`src/rtl/ramBistPkg.sv`:
```
package ramBistPkg;
  typedef struct packed {
    logic active;
    logic wr;
    logic rd;
    logic wrBit;
    logic expBit;
    logic clearFlags;
  } bistStrobe_t;

  typedef enum logic [1:0] {ST_IDLE, ST_RUN, ST_DRAIN, ST_DONE} bistState_t;

  localparam int NUM_ELEM = 6;
endpackage

```
`src/rtl/ramBistCtrl.sv`:
```
module ramBistCtrl
  import ramBistPkg::*;
#(
  parameter int ADDR_W     = 6,
  parameter int MAX_CYCLES = 1600
) (
  input  logic              clk,
  input  logic              rstN,
  input  logic              armed,
  output bistStrobe_t       strb,
  output logic [ADDR_W-1:0] addr,
  output logic              busy
);
  localparam int DEPTH = 1 << ADDR_W;
  localparam logic [ADDR_W-1:0] TOP_ADDR = ADDR_W'(DEPTH - 1);
  localparam logic [2:0] LAST_ELEM = 3'(NUM_ELEM - 1);
  localparam int CNT_W = $clog2(MAX_CYCLES + 2);

  bistState_t state;
  logic       armedPrev;
  logic [2:0] elem;
  logic       step;

  // March C- elements: 0 up(w0) 1 up(r0,w1) 2 up(r1,w0) 3 dn(r0,w1) 4 dn(r1,w0) 5 dn(r0)
  function automatic logic elemDown(input logic [2:0] e);
    return e >= 3'd3;
  endfunction
  function automatic logic elemRead(input logic [2:0] e);
    return e != 3'd0;
  endfunction
  function automatic logic elemWrite(input logic [2:0] e);
    return e != LAST_ELEM;
  endfunction

  logic startReq, abort, opIsRead, opIsWrite, lastOp, lastAddr;

  always_comb begin
    startReq  = armed && !armedPrev && (state == ST_IDLE || state == ST_DONE);
    abort     = !armed && (state == ST_RUN || state == ST_DRAIN);
    opIsRead  = elemRead(elem) && !step;
    opIsWrite = elemWrite(elem) && (step || !elemRead(elem));
    lastOp    = step || !(elemRead(elem) && elemWrite(elem));
    lastAddr  = elemDown(elem) ? (addr == '0) : (addr == TOP_ADDR);
    strb.active     = (state == ST_RUN) || (state == ST_DRAIN);
    strb.wr         = (state == ST_RUN) && opIsWrite;
    strb.rd         = (state == ST_RUN) && opIsRead;
    strb.wrBit      = (elem == 3'd1) || (elem == 3'd3);
    strb.expBit     = (elem == 3'd2) || (elem == 3'd4);
    strb.clearFlags = startReq || abort;
    busy            = strb.active;
  end

  always_ff @(posedge clk or negedge rstN) begin
    if (!rstN) begin
      state     <= ST_IDLE;
      armedPrev <= 1'b0;
      elem      <= '0;
      addr      <= '0;
      step      <= 1'b0;
    end else begin
      armedPrev <= armed;
      unique case (state)
        ST_IDLE, ST_DONE: begin
          if (startReq) begin
            state <= ST_RUN;
            elem  <= '0;
            addr  <= '0;
            step  <= 1'b0;
          end
        end
        ST_RUN: begin
          if (abort) begin
            state <= ST_IDLE;
          end else if (lastOp) begin
            step <= 1'b0;
            if (lastAddr) begin
              if (elem == LAST_ELEM) begin
                state <= ST_DRAIN;
              end else begin
                elem <= elem + 3'd1;
                addr <= elemDown(elem + 3'd1) ? TOP_ADDR : '0;
              end
            end else begin
              addr <= elemDown(elem) ? addr - 1'b1 : addr + 1'b1;
            end
          end else begin
            step <= 1'b1;
          end
        end
        ST_DRAIN: state <= abort ? ST_IDLE : ST_DONE;
        default:  state <= ST_IDLE;
      endcase
    end
  end

  // Busy-length checker counter
  logic [CNT_W-1:0] busyCnt;
  always_ff @(posedge clk or negedge rstN) begin
    if (!rstN)     busyCnt <= '0;
    else if (busy) busyCnt <= busyCnt + 1'b1;
    else           busyCnt <= '0;
  end

  assert_bounded_run_R5: assert property (@(posedge clk) disable iff (!rstN)
    busyCnt <= CNT_W'(MAX_CYCLES));

  assert_start_gated_R1: assert property (@(posedge clk) disable iff (!rstN)
    $rose(busy) |-> $past(armed));

  assert_abort_R8: assert property (@(posedge clk) disable iff (!rstN)
    (busy && !armed) |=> !busy);
endmodule

```
`src/rtl/ramBistDatapath.sv`:
```
module ramBistDatapath
  import ramBistPkg::*;
#(
  parameter int ADDR_W = 6,
  parameter int DATA_W = 16
) (
  input  logic                   clk,
  input  logic                   rstN,
  input  bistStrobe_t            strb,
  input  logic [ADDR_W-1:0]      addrIn,
  output logic [1:0][ADDR_W-1:0] memAddr,
  output logic [1:0][DATA_W-1:0] memWdata,
  output logic [1:0]             memWe,
  input  logic [1:0][DATA_W-1:0] memRdata,
  output logic [1:0]             failFlag
);
  logic cmpValid, cmpExp;

  always_ff @(posedge clk or negedge rstN) begin
    if (!rstN) begin
      cmpValid <= 1'b0;
      cmpExp   <= 1'b0;
    end else begin
      cmpValid <= strb.rd && !strb.clearFlags;
      cmpExp   <= strb.expBit;
    end
  end

  for (genvar i = 0; i < 2; i++) begin : g_mem
    always_comb begin
      memAddr[i]  = strb.active ? addrIn : '0;
      memWdata[i] = strb.wr ? {DATA_W{strb.wrBit}} : '0;
      memWe[i]    = strb.wr;
    end

    always_ff @(posedge clk or negedge rstN) begin
      if (!rstN)                 failFlag[i] <= 1'b0;
      else if (strb.clearFlags)  failFlag[i] <= 1'b0;
      else if (cmpValid && (memRdata[i] != {DATA_W{cmpExp}}))
                                 failFlag[i] <= 1'b1;
    end

    assert_sticky_R7: assert property (@(posedge clk) disable iff (!rstN)
      (failFlag[i] && !strb.clearFlags) |=> failFlag[i]);

    assert_clear_on_start_R7: assert property (@(posedge clk) disable iff (!rstN)
      strb.clearFlags |=> !failFlag[i]);

    assert_no_write_idle_R2: assert property (@(posedge clk) disable iff (!rstN)
      !strb.active |-> !memWe[i]);
  end
endmodule

```
`src/rtl/ramBist.sv`:
```
module ramBist
  import ramBistPkg::*;
#(
  parameter int ADDR_W     = 6,
  parameter int DATA_W     = 16,
  parameter int MAX_CYCLES = 1600
) (
  input  logic              clk,
  input  logic              rstN,
  input  logic              sleepMode,
  input  logic              bistEnable,
  output logic [2:0]        status,
  output logic [ADDR_W-1:0] coefAddr,
  output logic [DATA_W-1:0] coefWdata,
  output logic              coefWe,
  input  logic [DATA_W-1:0] coefRdata,
  output logic [ADDR_W-1:0] dataAddr,
  output logic [DATA_W-1:0] dataWdata,
  output logic              dataWe,
  input  logic [DATA_W-1:0] dataRdata
);
  bistStrobe_t             strb;
  logic [ADDR_W-1:0]       addr;
  logic                    busy;
  logic [1:0][ADDR_W-1:0]  memAddr;
  logic [1:0][DATA_W-1:0]  memWdata;
  logic [1:0]              memWe;
  logic [1:0][DATA_W-1:0]  memRdata;
  logic [1:0]              failFlag;

  ramBistCtrl #(.ADDR_W(ADDR_W), .MAX_CYCLES(MAX_CYCLES)) u_ctrl (
    .clk(clk), .rstN(rstN), .armed(sleepMode && bistEnable),
    .strb(strb), .addr(addr), .busy(busy)
  );

  assign memRdata = {dataRdata, coefRdata};

  ramBistDatapath #(.ADDR_W(ADDR_W), .DATA_W(DATA_W)) u_dp (
    .clk(clk), .rstN(rstN), .strb(strb), .addrIn(addr),
    .memAddr(memAddr), .memWdata(memWdata), .memWe(memWe),
    .memRdata(memRdata), .failFlag(failFlag)
  );

  assign coefAddr  = memAddr[0];
  assign coefWdata = memWdata[0];
  assign coefWe    = memWe[0];
  assign dataAddr  = memAddr[1];
  assign dataWdata = memWdata[1];
  assign dataWe    = memWe[1];
  assign status    = {failFlag[1], failFlag[0], busy};
endmodule

```
`config.mk`:
```
export PLATFORM = sky130hd
export DESIGN_NAME = ramBist
export DESIGN_NICKNAME = d
export VERILOG_FILES = /design/src/rtl/ramBistPkg.sv /design/src/rtl/ramBistCtrl.sv /design/src/rtl/ramBistDatapath.sv /design/src/rtl/ramBist.sv
export SDC_FILE = /design/constraint.sdc
export NUM_CORES = 1
export LEC_CHECK = 0
export ABC_AREA = 1
export BUFFER_PORTS_ARGS = -buffer_cell sky130_fd_sc_hd__clkbuf_2
export CORE_MARGIN = 2
export CORE_UTILIZATION = 50
export DETAILED_ROUTE_END_ITERATION = 8
export GPL_ROUTABILITY_DRIVEN = 0
export PLACE_DENSITY = 0.88
export SYNTH_ARGS = -nofsm -noshare
export SYNTH_HDL_FRONTEND = slang
export SYNTH_HIERARCHICAL = 1
export SYNTH_SLANG_ARGS = --single-unit
```
`constraint.sdc`:
```
create_clock -name clk -period 2.93 [get_ports clk]
set_input_delay 0.1465 -clock clk [delete_from_list [all_inputs] [get_ports clk]]
set_output_delay 0.1465 -clock clk [all_outputs]
set_load 0.01 [all_outputs]
```
## Word-level counts from Yosys, hierarchy flattened

Cells that the tools add are included.

| operators by class | value |
|---|---|
| add/subtract/negate cells | 3 |
| order comparisons | 2 |
| equality and inequality tests | 21 |
| multiplexer cells | 32 |
| reductions and logical operators | 36 |

Operator list:

| cell | count |
|---|---|
| $mux 6 | 8 |
| $ne 16x16->1 | 2 |
| $mux 16 | 1 |
| $mux 3 | 5 |
| $logic_and 1x1->1 | 12 |
| $mux 2 | 6 |
| $pmux 6 s2 | 1 |
| $mux 1 | 8 |
| $logic_or 1x1->1 | 7 |
| $add 6x1->6 const B | 1 |
| $eq 3x2->1 const B | 2 |
| $eq 3x3->1 const B | 2 |
| $eq 6x6->1 const B | 1 |
| $ge 3x2->1 const B | 2 |
| $logic_not 1->1 | 6 |
| $logic_not 6->1 | 1 |
| $ne 2x1->1 const B | 3 |
| $ne 3x1->1 const B | 2 |
| $ne 3x3->1 const B | 2 |
| $pmux 2 s3 | 1 |
| $pmux 3 s2 | 1 |
| $reduce_and 6->1 | 1 |
| $reduce_bool 2->1 | 3 |
| $sub 6x1->6 const B | 1 |
| 13 further kinds | 15 |

| word-level totals | value |
|---|---|
| bits of input ports | 36 |
| output and inout bits | 49 |
| register bits | 17 |
| word-level logic and storage cells | 103 |

## Depth between registers and ports, before layout

Gate-level depths: netlist (run 1).

| logic depth | value |
|---|---|
| depth after elaboration | 8 |
| gate-level depth with buffers | 14 |
| mapped depth without buffers | 14 |

## By module

The synthesis (run 1) kept the hierarchy.

Modules (own cells, without submodules):

| module | cells an instance | area an instance (sq um) | times used | seq. area each (sq um) |
|---|---|---|---|---|
| ramBistCtrl | 168 | 1163.6 | 1 | 325.3 |
| ramBistDatapath | 127 | 758.2 | 1 | 100.1 |
| ramBist | 3 | 15.0 | 1 | 0.0 |

## Worst setup path before layout (run 1)

No wires, ideal clock.

| path | value |
|---|---|
| kind | reg-to-output |
| from | register u_ctrl.state[1] |
| to | output coefWdata[10] |
| path buffers | 2 |
| required time | 2.784 ns |
| data arrival time | 1.958 ns |
| stages on the path, launching flop included | 9 |
| slack | 0.826 ns |
| cell sequence | dfrtp_1 > inv_1 > ha_1 > buf_2 > inv_1 > nor3_1 > nand2_1 > inv_1 > buf_4 |

RTL lines:

| item | RTL line | text |
|---|---|---|
| start: declaration | ramBistCtrl.sv:19 | `bistState_t state;` |
| start signal: assignment | ramBistCtrl.sv:90 | `ST_DRAIN: state <= abort ? ST_IDLE : ST_DONE;` |
| end: declaration | ramBist.sv:14 | `output logic [DATA_W-1:0] coefWdata,` |

## Worst setup path after layout (run 1)

| path | value |
|---|---|
| from | register u_ctrl.state[1] |
| to | output dataWdata[14] |

| on the way | value |
|---|---|
| cells in the longest elaborated chain, start to end | 3 |

Ends and longest elaborated chain:

| item | RTL line | text |
|---|---|---|
| $eq 2x1->1 | ramBistCtrl.sv:45 | `strb.wr = (state == ST_RUN) && opIsWrite;` |
| $logic_and 1x1->1 | ramBistCtrl.sv:45 |  |
| $mux 16 | ramBistDatapath.sv:32 | `memWdata[i] = strb.wr ? {DATA_W{strb.wrBit}} : '0;` |
| end: declaration | ramBist.sv:18 | `output logic [DATA_W-1:0] dataWdata,` |

No other way between the ends.

==> results.toml, run 1 <==
[outcome]
status = "complete, no violations"

[critical_path]
rr_startpoint = "u_ctrl/elem[0]$_DFFE_PN0P_"
reg2reg_setup_slack_ns = 0.75
critPathLaunchType = "register"
arrival_ns = 2.22
startpoint = "u_ctrl/state[1]$_DFFE_PN0P_"
path_max_fanout = 32
cp_data_required_time_ns = 2.78
path_class = "reg2out"
reg2reg_depth = 13
endpoint_kind = "primary output"
r2r-end = "u_ctrl/addr[3]$_DFFE_PN0P_"

[flow_run]
drv_cap = 0

[timing]
rsz0062_at_grt = "no"
fin_crit_ns = 2.37
fmax_mhz = 422
tightest_slew_ns = 0.442
fin_tns_setup_ns = 0
hold_viol = 0
slew_viol_final = 0
slew_headroom_pct = 70.5
fin_ws_ns = 0.560
setup_viol = 0
finalClockSkew_ns = 0.00799
holdWs_ns = 0.172
fin_crit_sh_pct = 80.9

[logic_synthesis]
ys_ff_latch = 17
synth_ff_type = "dfrtp_1"
ys_async_sr_fraction_pct = 100
synthTopCellsByArea = "dfrtp_1 (22%), nand2_1 (17%), buf_4 (16%)"
synth_fp_nets = 348
postSynthAreaPerCell_um2 = 6.50
syn_area_um2 = 1940
yosys.area_share.xor_xnor_pct = 0.904
synth_top_area_share_pct = 22.0
ys.warnings.count = 6
synth-simple-area-share_pct = 39.1
synth_fa_ha_area_share_pct = 9.43
synth_top_family_by_area = "simple AND/OR/NAND/NOR gates"
ys_seq_area_share_pct = 22.0
ys_types = 26
synth_compound_area_share_pct = 4.33
synthCells = 298
synth_mux_area_share_pct = 0
yosysTopAreaCell = "dfrtp_1"
synth-edff-count = 0

[floorplanning]
fp.dieW_um = 66.2
initial_core_util_pct = 52.5
core_region_area_um2 = 3690
die_height_um = 66.2
die_area_um2 = 4390
rows = 22
num_io_pins = 85

[min_path]
hold_class = "in2reg"
hp-start = "bistEnable"
min_path_cells = 3
worstHoldEndpoint = "u_ctrl/armedPrev$_DFF_PN0_"

[clock_tree]
clk_pin_slew_worst_paths_ns = 0.06
clk_latency_ns = 0.26
cts_setup_buffers = 0
cts_sinks = 17
cts_max_level = 1
cts_buffers = 3
cts_root_buffer = "clkbuf_8"
cts.path.max_buffers = 2
cts_tree = "built"

[route]
wl_per_cell_um = 9.89
routed_via_density = 4.70
drc = 0
wirelength_um = 3900
dr_total_vias = 1850
dr.first_iter.drc_count = 62
dr.pass1.iters = 4
ant_nets = 0

[place]
pre_cts_slack_ns = 0.747
portBuffers = 84
dp_hpwl_um = 3250
place_area_um2 = 2110
dp_cells = 389

[cells_and_area]
num-nets-final = 397
final_area_um2 = 2170
fin_cells = 394
syn2layout_area_growth_pct = 12.0
diodes = 0
drive_gt1_share_pct = 31.5
final_util_pct = 58.8
fillCellCount = 349

[global_route]
gr-total-overflow = 0
grt_usage_pct = 19.4
first_global_vias = 1595
grt_pass1_wl_um = 6640
grt_max_degree = 33
grt_antenna_before_repair = 0

[pwr]
power_density_nw_per_um2 = 959
peakVddDrop_mv = 0.478
power_mw = 2.08
p_leak_nw = 1.39
==> layer usage <==
layer | vias up | global-route usage, % | part of all wire (%)
met5 | - | 0 | 0
met1 | 802 | 21.9 | 42
met3 | 4 | 3.75 | 7.0
met2 | 66 | 36.8 | 50
li1 | 978 | - | -
met4 | 0 | 5.36 | 1.1
==> cell families after synthesis <==
logic type / Yosys count
xor gates and xnor gates: 2
and+or+nand+nor: 166
AOI/OAI and AO/OA: 16
buffers and inverters: 83
adders and majority gates: 14
DFF: 17
==> cell usage after synthesis, types with 2 or more instances <==
cell type	n
ha_1	13
nand2_2	8
o21ai_1	3
o21ai_0	2
xnor2_1	2
nand4_1	2
nor2_1	29
nor3_1	6
nand3_1	21
buf_4	41
a21oi_1	10
or2_1	4
nand2_1	86
nand2_4	2
nand3b_1	3
dfrtp_1	17
nor2_4	2
inv_1	37
inv_2	3
==> worst max-delay path, stage by stage, from the launching register on <==
cell and delay, ns:
dfrtp_1 0.41, inv_1 0.07, ha_1 0.31, inv_1 0.18, nor3_1 0.38, nand2_1 0.13, inv_1 0.07, buf_4 0.25
clkbuf_2 0.18
==> power by group <==
part / switching [mW] / leakage, nW / total, mW / internal (mW)
Combinational: 0.960 / 1.14 / 1.50 / 0.537
Clock: 0.0824 / 0.0255 / 0.177 / 0.0946
Sequential: 0.0890 / 0.226 / 0.405 / 0.316
==> flip-flops by register name, summed over array words and instances, names as in the netlist <==
signal            flops
u_ctrl/addr           6
u_ctrl/elem           3
u_ctrl/state          2
u_dp/failFlag         2
u_ctrl/armedPrev      1
u_ctrl/step           1
u_dp/cmpExp           1
u_dp/cmpValid         1
==> placed cells by master, fill, tap and decap left out, types with 2 or more instances in the layout <==
cell type	n
nand4_1	2
nand2_1	86
a21oi_1	10
nand2_4	2
o21ai_0	2
inv_2	3
or2_1	4
nand3_1	21
inv_1	37
nand2_2	8
ha_1	13
nor2_4	2
dfrtp_1	17
nor3_1	6
xnor2_1	2
clkbuf_8	3
nand3b_1	3
o21ai_1	3
nor2_1	29
clkbuf_2	84
==> worst max-delay path by stage <==
| stage | end | slack [ns] | depth (start not counted) |
|---|---|---|---|
| floorplan | coefWdata[10] | 0.83 | 8 |
| global placement | u_ctrl/addr[3]$_DFFE_PN0P_ | 0.86 | 13 |
| detailed placement | u_ctrl/addr[3]$_DFFE_PN0P_ | 0.75 | 13 |
| CTS | dataWdata[10] | 0.53 | 8 |
| global route | dataWdata[1] | 0.25 | 8 |
| finish | dataWdata[14] | 0.56 | 8 |
==> final cells by class <==
class	count	area (um^2)	share of cell area, %
clock buffer	3	41.3	1.90
clock inverter	1	5.00	0.231
inverter	41	156	7.21
multi-input combinational	198	1040	48.1
sequential	17	425	19.6
tap	48	60.1	2.77
timing repair buffer	86	438	20.2
==> repair_timing <==
action,4_1_cts,5_1_grt
endpoints found under the hold margin,17,0
resized for setup,0,0
hold buffers,1,0
Power figures use the tool's default switching activity.
==> run 2, diff against run 1 <==
CORE_UTILIZATION = 48   (was 50)
PLACE_DENSITY = 0.85   (was 0.88)
clock period = 2.2 ns   (was 2.93 ns; I/O delays follow)
==> results.toml, run 2 (synthesis results as in run 1) <==
[clock_tree]
cts.path.max_buffers = 2
cts_max_level = 1
cts_root_buffer = "clkbuf_8"
cts_buffers = 3
clk_latency_ns = 0.25
cts_tree = "built"
clk_pin_slew_worst_paths_ns = 0.06
cts_sinks = 17
cts_setup_buffers = 0

[timing]
fmax_mhz = 494
slew_headroom_pct = 73.0
rsz0062_at_grt = "no"
holdWs_ns = 0.149
fin_crit_sh_pct = 92.0
setup_viol = 0
hold_viol = 0
finalClockSkew_ns = 0.00220
fin_crit_ns = 2.02
tightest_slew_ns = 0.404
slew_viol_final = 0
fin_tns_setup_ns = 0

[critical_path]
rr_startpoint = "u_ctrl/elem[0]$_DFFE_PN0P_"
reg2reg_depth = 11
startpoint = "u_ctrl/elem[0]$_DFFE_PN0P_"
path_max_fanout = 8
critPathLaunchType = "register"
path_class = "reg2reg"
endpoint_kind = "register"
arrival_ns = 2.17
cp_data_required_time_ns = 2.34

[floorplanning]
initial_core_util_pct = 49.1
fp.dieW_um = 67.5
core_region_area_um2 = 3940
rows = 23
die_area_um2 = 4560
num_io_pins = 85
die_height_um = 67.5

[route]
drc = 0
wirelength_um = 3860
routed_via_density = 4.62
dr_total_vias = 1854
dr.pass1.iters = 4
ant_nets = 0
dr.first_iter.drc_count = 75
wl_per_cell_um = 9.62

[cells_and_area]
final_area_um2 = 2250
reg.largest.list = "u_ctrl/addr (6), u_ctrl/elem (3)"
drive_gt1_share_pct = 33.6
regMostFlops = "u_ctrl/addr"
final_util_pct = 57.1
num-nets-final = 402
largest_reg_flops = 6
final_common_cell = "nand2_1"
fillCellCount = 392
syn2layout_area_growth_pct = 16.2
diodes = 0
layout_common_cells = "nand2_1 (86), clkbuf_2 (84), inv_1 (36)"

[place]
portBuffers = 84
place_area_um2 = 2160
dp_hpwl_um = 3220

[global_route]
first_global_vias = 1539
gr-total-overflow = 0
grt_pass1_wl_um = 6180
grt_antenna_before_repair = 0
grt_max_degree = 33
grt_usage_pct = 17.3

[min_path]
min_path_cells = 3
hold_class = "in2reg"
hp-start = "bistEnable"

[pwr]
p_leak_nw = 1.42
peakVddDrop_mv = 0.777
power_density_nw_per_um2 = 1280
power_mw = 2.88

[outcome]
status = "complete, no violations"

[flow_run]
drv_cap = 0
==> run 2: what timing repair did <==
action | CTS | global route
endpoints found under the hold margin | 17 | 0
hold buffers | 1 | 0
setup endpoints to repair | 0 | 34
gates resized for setup | 0 | 6
==> run 2: final cells by class <==
cell class | count | area, um^2 | area share, %
clock inverters | 1 | 5.00 | 0.222
multi-input cells | 198 | 1070 | 47.6
flip-flops and latches | 17 | 425 | 18.9
well taps | 50 | 62.6 | 2.78
clock buffers | 3 | 41.3 | 1.83
inverters | 41 | 156 | 6.95
repair buffers | 91 | 488 | 21.7
==> run 2: power breakdown <==
group          switching, mW  internal, mW  total (mW)
Clock                  0.101         0.126       0.226
Combinational           1.32         0.811        2.13
Sequential             0.102         0.421       0.523
Total                   1.52          1.36        2.88
==> run 2: per-layer routing <==
metal	GRT usage [%]	vias up	part of all wire, %
li1	-	983	-
met1	19.4	801	43
met2	34.3	68	50
met3	3.17	2	7.6
met4	1.53	0	0.18
met5	0	-	0
==> run 2: final timing paths <==
check	slack [ns]	end
worst max-delay path	0.18	u_ctrl/addr[5]$_DFFE_PN0P_
worst min register to register	0.51	u_ctrl/state[0]$_DFFE_PN0P_
worst max register to register	0.18	u_ctrl/addr[5]$_DFFE_PN0P_
worst min-delay path	0.15	u_ctrl/armedPrev$_DFF_PN0_
max in group asynchronous	1.60	u_ctrl/armedPrev$_DFF_PN0_
min in group asynchronous	0.31	u_ctrl/elem[1]$_DFFE_PN0P_
==> run 2: critical path: stages (launching register included) <==
cell	delay (ns)
dfrtp_1	0.38
ha_1	0.20
ha_1	0.21
nor2_4	0.11
nand2_4	0.10
ha_1	0.33
a21oi_1	0.23
nand3_1	0.11
nand2_1	0.06
nand3_1	0.07
nand3_1	0.07
nand2_1	0.05
==> run 2: stage by stage <==
stage          setup WS, ns  std cells
5_1_grt              0.0405        401
3_5_place_dp          0.101        396
4_1_cts              0.0447        401
6_report              0.177        401
2_1_floorplan         0.132        298
3_3_place_gp          0.188        396
==> run 3, diff against run 2 <==
clock period = 2.1 ns   (was 2.2 ns; I/O delays follow)
==> results.toml, run 3 (synthesis results as in run 1) <==
[critical_path]
cp_cell_sequence = "ha_2, ha_2, nor2_4, nand2_4, fa_1, nand3_1, nand2_1, xnor2_1, nand2_1, nand3_1, nand2_1"
arrival_ns = 2.14
reg2reg_setup_slack_ns = 0.1
critPathLaunchType = "register"
cp_slowest_cell = "fa_1"
r2r-end = "u_ctrl/addr[4]$_DFFE_PN0P_"
slowest_delay_ns = 0.42
endpoint_kind = "register"
path_buf_inv = 0
cp_common_cell = "nand2_1"
path_max_fanout = 8
critPathTopFamily = "adder cells"
cp_data_required_time_ns = 2.24
rr_startpoint = "u_ctrl/elem[0]$_DFFE_PN0P_"
reg2reg_depth = 11
path_class = "reg2reg"

[floorplanning]
initial_core_util_pct = 49.1
num_io_pins = 85
fp.dieW_um = 67.5
core_region_area_um2 = 3940
die_height_um = 67.5
rows = 23
die_area_um2 = 4560

[route]
drc = 0
wirelength_um = 4100
routed_via_density = 4.72
dr.first_iter.drc_count = 108
wl_per_cell_um = 10.1
dr.pass1.iters = 4
ant_nets = 0
dr_total_vias = 1910

[pwr]
p_leak_nw = 1.43
peakVddDrop_mv = 0.730
power_density_nw_per_um2 = 1350

[min_path]
hold_class = "in2reg"
hp-start = "bistEnable"
min_path_cells = 3
worstHoldEndpoint = "u_ctrl/armedPrev$_DFF_PN0_"

[clock_tree]
cts_max_level = 1
cts_tree = "built"
cts_sinks = 17
clk_latency_ns = 0.25
cts.path.max_buffers = 2
cts_buffers = 3
clk_pin_slew_worst_paths_ns = 0.06
cts_root_buffer = "clkbuf_8"

[cells_and_area]
reg.largest.list = "u_ctrl/addr (6), u_ctrl/elem (3)"
final_area_um2 = 2330
syn2layout_area_growth_pct = 20.5
final_util_pct = 59.2
final_common_cell = "nand2_1"
layout_common_cells = "nand2_1 (85), clkbuf_2 (84), inv_1 (35)"
regMostFlops = "u_ctrl/addr"
diodes = 0
fillCellCount = 381
largest_reg_flops = 6
num-nets-final = 406
drive_gt1_share_pct = 36.3

[outcome]
status = "complete, no violations"

[place]
dp_hpwl_um = 3290
place_area_um2 = 2160
portBuffers = 84

[timing]
hold_viol = 0
finalClockSkew_ns = 0.00253
slew_viol_final = 0
fin_crit_sh_pct = 95.3
fmax_mhz = 500
slew_headroom_pct = 71.9
setup_viol = 0
fin_crit_ns = 2.00
fin_tns_setup_ns = 0
tightest_slew_ns = 0.421

[global_route]
grt_usage_pct = 18.1
grt_pass1_wl_um = 6450
first_global_vias = 1564
grt_antenna_before_repair = 0
grt_max_degree = 33
gr-total-overflow = 0

[flow_run]
drv_cap = 0
-- run 3: repair_timing --
item / CTS / global route
setup buffers: 0 / 3
gates cloned: 0 / 1
setup endpoints to repair: 32 / 35
hold buffers: 1 / 0
pin swaps: 0 / 4
endpoints found under the hold margin: 17 / 0
gates resized for setup: 1 / 12
-- run 3: layout make-up --
class                      count  area, um^2  share of cell area, %
inverter                      41         156                   6.70
sequential                    17         425                   18.2
tap                           50        62.6                   2.68
multi-input combinational    198        1110                   47.5
clock buffer                   3        41.3                   1.77
clock inverter                 1        5.00                  0.214
timing repair buffer          95         536                   22.9
-- run 3: metrics by stage --
step                      power, mW  hold slack (ns)  cells  worst slack, ns
after floorplan                2.41           -0.191    298           0.0371
after global placement         2.69           0.0532    396           0.0857
after detailed placement       2.75           0.0575    396           0.0227
after CTS                      3.01            0.142    401           0.0109
after global routing           3.51            0.165    405         -0.00945
final                          3.16            0.138    405           0.0986
-- run 3: worst min-delay path, stage by stage --
cell and delay [ns]:
clkbuf_2 0.08, nand2_1 0.04, inv_1 0.09
-- run 3: worst max-delay path by stage --
stage | from | cells after the start | end | slack (ns)
finish | u_ctrl/elem[0]$_DFFE_PN0P_ | 11 | u_ctrl/addr[4]$_DFFE_PN0P_ | 0.1
global route | u_ctrl/elem[0]$_DFFE_PN0P_ | 14 | u_ctrl/addr[5]$_DFFE_PN0P_ | -0.009
CTS | u_ctrl/elem[0]$_DFFE_PN0P_ | 14 | u_ctrl/addr[5]$_DFFE_PN0P_ | 0.01
detailed placement | u_ctrl/elem[0]$_DFFE_PN0P_ | 14 | u_ctrl/addr[5]$_DFFE_PN0P_ | 0.02
global placement | u_ctrl/elem[0]$_DFFE_PN0P_ | 13 | u_ctrl/addr[3]$_DFFE_PN0P_ | 0.09
floorplan | u_ctrl/state[1]$_DFFE_PN0P_ | 8 | coefWdata[10] | 0.04
-- run 3: power breakdown --
group | switching (mW) | total (mW) | leakage, nW | internal [mW]
logic | 1.44 | 2.37 | 1.18 | 0.935
clock network | 0.104 | 0.236 | 0.0255 | 0.131
registers | 0.111 | 0.552 | 0.226 | 0.441
total | 1.65 | 3.16 | 1.43 | 1.51
-- run 3: routing by layer --
layer  up-vias  GRT usage (%)  part of all wire, %  wire length [um]
li1        998              -                    -                 -
met1       842           21.1                   40              1660
met2        70           34.8                   52              2140
met3         0           3.67                  7.5               306
met4         0           2.04                    0                 0
met5         -              0                    0                 0
